<file path="config.mk">
export PLATFORM = sky130hd
export DESIGN_NAME = psk_load_mod
export DESIGN_NICKNAME = d
export VERILOG_FILES = /design/src/rtl/psk_pkg.sv /design/src/rtl/psk_bit_timer.sv /design/src/rtl/psk_bit_latch.sv /design/src/rtl/psk_phase_gen.sv /design/src/rtl/psk_load_mod.sv
export SDC_FILE = /design/constraint.sdc
export NUM_CORES = 1
export LEC_CHECK = 0
export BUFFER_PORTS_ARGS = -buffer_cell sky130_fd_sc_hd__buf_2
export CAP_MARGIN = 20
export CORE_AREA = 2 2 39 41
export DETAILED_ROUTE_END_ITERATION = 10
export DIE_AREA = 0 0 41 43
export GPL_TIMING_DRIVEN = 0
export SLEW_MARGIN = 40
export SYNTH_ARGS = -nofsm -noshare
export SYNTH_HDL_FRONTEND = slang
export SYNTH_HIERARCHICAL = 1
export SYNTH_SLANG_ARGS = --single-unit
export TNS_END_PERCENT = 5
</file>
<file path="constraint.sdc">
create_clock -name clk_i -period 2.6 [get_ports clk_i]
set_input_delay 0.26 -clock clk_i [delete_from_list [all_inputs] [get_ports clk_i]]
set_output_delay 0.26 -clock clk_i [all_outputs]
set_load 0.03 [all_outputs]
</file>
<file path="src/rtl/psk_pkg.sv">
package psk_pkg;
  typedef enum logic {
    PH_TOGGLE = 1'b0,
    PH_HOLD   = 1'b1
  } step_t;
endpackage

</file>
<file path="src/rtl/psk_bit_timer.sv">
module psk_bit_timer #(
  parameter int BIT_PERIOD = 16
) (
  input  logic clk_i,
  input  logic rst_ni,
  output logic req_o,
  output logic bnd_o
);
  localparam int CW     = $clog2(BIT_PERIOD);
  localparam int LAST   = BIT_PERIOD - 1;
  localparam int REQ_AT = BIT_PERIOD - 2;

  logic [CW-1:0] cnt_q;

  always_ff @(posedge clk_i or negedge rst_ni) begin
    if (!rst_ni)                      cnt_q <= '0;
    else if (cnt_q == CW'(LAST))      cnt_q <= '0;
    else                              cnt_q <= cnt_q + 1'b1;
  end

  assign req_o = (cnt_q == CW'(REQ_AT));
  assign bnd_o = (cnt_q == CW'(LAST));


  req_single_chk: assert property (@(posedge clk_i) disable iff (!rst_ni)
    req_o |=> !req_o);

  req_then_bnd_chk: assert property (@(posedge clk_i) disable iff (!rst_ni)
    req_o |=> bnd_o);
endmodule

</file>
<file path="src/rtl/psk_bit_latch.sv">
module psk_bit_latch (
  input  logic clk_i,
  input  logic rst_ni,
  input  logic cap_i,
  input  logic bit_i,
  output logic bit_o
);
  logic bit_q;

  always_ff @(posedge clk_i or negedge rst_ni) begin
    if (!rst_ni)    bit_q <= 1'b1;
    else if (cap_i) bit_q <= bit_i;
  end

  assign bit_o = bit_q;


  cap_take_chk: assert property (@(posedge clk_i) disable iff (!rst_ni)
    cap_i |=> bit_q == $past(bit_i));

  cap_keep_chk: assert property (@(posedge clk_i) disable iff (!rst_ni)
    !cap_i |=> $stable(bit_q));
endmodule

</file>
<file path="src/rtl/psk_phase_gen.sv">
module psk_phase_gen
  import psk_pkg::*;
(
  input  logic  clk_i,
  input  logic  rst_ni,
  input  step_t step_i,
  output logic  sw_o
);
  logic sw_q;

  always_ff @(posedge clk_i or negedge rst_ni) begin
    if (!rst_ni)                 sw_q <= 1'b0;
    else if (step_i == PH_TOGGLE) sw_q <= ~sw_q;
  end

  assign sw_o = sw_q;
endmodule

</file>
<file path="src/rtl/psk_load_mod.sv">
module psk_load_mod
  import psk_pkg::*;
#(
  parameter int BIT_PERIOD = 16
) (
  input  logic clk_i,
  input  logic rst_ni,
  input  logic bit_i,
  output logic mod_o,
  output logic req_o
);
  logic  req, bnd, bit_q;
  step_t step;

  psk_bit_timer #(.BIT_PERIOD(BIT_PERIOD)) u_timer (
    .clk_i (clk_i),
    .rst_ni(rst_ni),
    .req_o (req),
    .bnd_o (bnd)
  );

  psk_bit_latch u_latch (
    .clk_i (clk_i),
    .rst_ni(rst_ni),
    .cap_i (req),
    .bit_i (bit_i),
    .bit_o (bit_q)
  );

  // zero bit at a boundary: skip one toggle -> 180 degree subcarrier shift
  assign step = (bnd && !bit_q) ? PH_HOLD : PH_TOGGLE;

  psk_phase_gen u_phase (
    .clk_i (clk_i),
    .rst_ni(rst_ni),
    .step_i(step),
    .sw_o  (mod_o)
  );

  assign req_o = req;


  mid_toggle_chk: assert property (@(posedge clk_i) disable iff (!rst_ni)
    !bnd |=> mod_o != $past(mod_o));

  zero_shift_chk: assert property (@(posedge clk_i) disable iff (!rst_ni)
    (bnd && !bit_q) |=> mod_o == $past(mod_o));

  one_keep_chk: assert property (@(posedge clk_i) disable iff (!rst_ni)
    (bnd && bit_q) |=> mod_o != $past(mod_o));

  always_comb begin
    if (!rst_ni) begin
      rst_off_chk: assert (!mod_o || $isunknown(mod_o));
    end
  end
endmodule

</file>
==> flow_summary.toml <==
[status]
status = "complete, no violations"

[global_route]
track_usage_pct = 6.86
antenna_found_initial = 0
overflow = 0
grt_max_degree = 7
grt_pass1_vias = 171
grt_pass1_wl_um = 703

[final_layout]
nets = 37
stdcell_area_sq_um = 362
area_delta_synth_final_pct = 26.8
finish.utilization_pct = 26.1
diodes = 0
drive_gt1_share_pct = 41.9

[synthesis]
synth-compound-area-share_pct = 3.51
syn_inst = 22
synthMuxAreaShare_pct = 5.26
yosys.area.top_type = "dfrtp_1"
syn_area_sq_um = 285
synth.top_cells.by_area = "dfrtp_1 (44%), dfstp_2 (9.2%), ha_1 (8.8%), and3_2 (5.3%), mux2_4 (5.3%)"
synth_xor_area_share_pct = 6.14
synthFlopType = "dfrtp_1"
synth_commonest_cells = "dfrtp_1 (5), inv_1 (3), and3_2 (2), ha_1 (2)"
synthAdderAreaFrac_pct = 8.77
syn-mean-instance-area_sq_um = 13.0
synth_most_common_cell = "dfrtp_1"
synthDistinctLibCells = 14
synthesis.nets = 27
async_flop_share_pct = 100
synthSimpleGateAreaFrac_pct = 19.3
synth_seq_cells = 6
netlist.area_leader.share_pct = 43.9
synth_edf_count = 0
synth_top_family_by_area = "simple AND/OR/NAND/NOR gates"
seq_area_frac_synth_pct = 53.1
ys_warn_count = 6

[clocking]
clk-insertion-delay-late_ns = 0.25
cts_buffers = 3
cts_tree = "done"
path_clk_slew_ns = 0.05
cts.sinks = 6
cts_setup_buffers = 0
cts_max_level = 1
clock_path_buffers = 2
cts_root_buffer = "clkbuf_4"

[critical_path]
required_ns = 2.34
arrival_ns = 1.30
path_max_fanout = 5
rr_worst_depth = 4
r2r_end = "u_phase/sw_o$_DFFE_PN0N_"
cp.buffers_inverters = 2
cpMaxStageDelayCell = "dfrtp_1"
cp-end-kind = "output pin"
r2r_start = "u_timer/cnt_q[0]$_DFF_PN0_"
path_cells = "inv_1 > ha_1 > and3_2 > buf_2"
crit_cells = 4
critPathKind = "reg2out"
critical_path.startpoint = "u_timer/cnt_q[0]$_DFF_PN0_"
crit_path_max_incr_delay_ns = 0.41
critical-path-top-delay-family = "flip-flops"
crit_path_start_kind = "flop"
ff2ff_setup_slack_ns = 1.34

[timing]
grt_setup_unrepaired = "false"
fin_crit_sh_pct = 60.0
fmax_ghz = 0.641
clock_skew_ns = 0.00337
finalSetupTns_ns = 0
setup_viol = 0
maxSlewViolCount = 0
slew_headroom_pct = 89.5
layout_setup_ws_ns = 1.04
hold_viol_final = 0
tightest_slew_ns = 0.157
min_period_ns = 1.56

[die]
rows = 14
ios = 5
coreArea_sq_um = 1380
fp.dieW_um = 41
start_util_pct = 20.6
die_area_sq_um = 1760
die_h_um = 43

[detailed_routing]
viasPerCell = 3.85
ant_nets = 0
drtPass1Iterations = 2
first_iter_violations = 1
wl_um = 437
drc = 0
vias = 181
wl_per_cell_um = 9.30

[place]
dp_slack_ns = 1.31
gp_congestion = 0.676
io_buffers = 4
placed_area_sq_um = 325

[power_and_ir_drop]
pwr_density_cell_nw_per_um2 = 582
power_mw = 0.210
leakage_nw = 0.188
vdd.ir_drop.worst_mv = 0.234

[worst_hold_path]
hold_depth = 2
hold_path.class = "in2reg"
hold_start = "bit_i"
hold_path_end = "u_latch/bit_o$_DFFE_PN1P_"

[job]
maxCapViolations = 0
[placed cells by master, fill, tap and decap left out]
master and count:
a311o_1 1, and2b_2 1, and3_2 2, and4b_1 1
buf_2 4, clkbuf_1 1, clkbuf_4 3, dfrtp_1 5
dfstp_2 1, dlygate4sd3_1 1, ha_1 2, inv_1 3
mux2_4 1, nand2_1 1, nor2_1 1, nor2b_4 1
xnor2_1 1, xor2_1 1
[final cells by class]
class                   count  area, sq um
clock buffers               4         26.3
fillers                   144         1020
inverters                   3         11.3
multi-input cells          13          123
flip-flops and latches      6          151
well taps                  16         20.0
repair buffers              5         30.0
[flip-flops by register name (all words and copies together), names as in the netlist]
signal	cells
u_timer/cnt_q	4
u_phase/sw_o	1
u_latch/bit_o	1
[how the worst max path moves through the flow]
stage | end | slack (ns)
global placement | req_o | 1.32
global route | req_o | 0.96
detailed placement | req_o | 1.31
CTS | req_o | 1.03
floorplan | u_latch/bit_o$_DFFE_PN1P_ | 1.34
finish | req_o | 1.04
[layer usage]
metal / vias up / global-route usage (%) / wire length [um]
li1: 89 / - / -
met1: 84 / 6.54 / 210
met2: 8 / 8.44 / 172
met3: 0 / 9.42 / 54
met4: 0 / 2.00 / 0
met5: - / 0 / 0
[per-stage QoR]
step | std cells | hold slack (ns)
floorplan | 22 | -0.0356
CTS | 47 | 0.240
detailed placement | 42 | 0.0939
finish | 47 | 0.248
global placement | 42 | 0.0910
global route | 47 | 0.236
[cells by family (layout without fill, tap and decap cells)]
kind of cell / Yosys count / count (layout)
AOI/OAI and AO/OA: 1 / 1
xor gates and xnor gates: 2 / 2
adders and majority gates: 2 / 2
buffers and inverters: 3 / 12
DFF: 6 / 6
muxes: 1 / 1
and+or+nand+nor: 7 / 7
[power breakdown]
group	switching (mW)	internal, mW
clock network	0.0375	0.0584
logic	0.00860	0.00616
registers	0.00225	0.0974
total	0.0484	0.162
[repair_timing]
item	4_1_cts	5_1_grt
gates resized for setup	0	0
endpoints found under the hold margin	5	0
hold buffers	1	0
No activity file was read; power rests on OpenSTA's default activity.
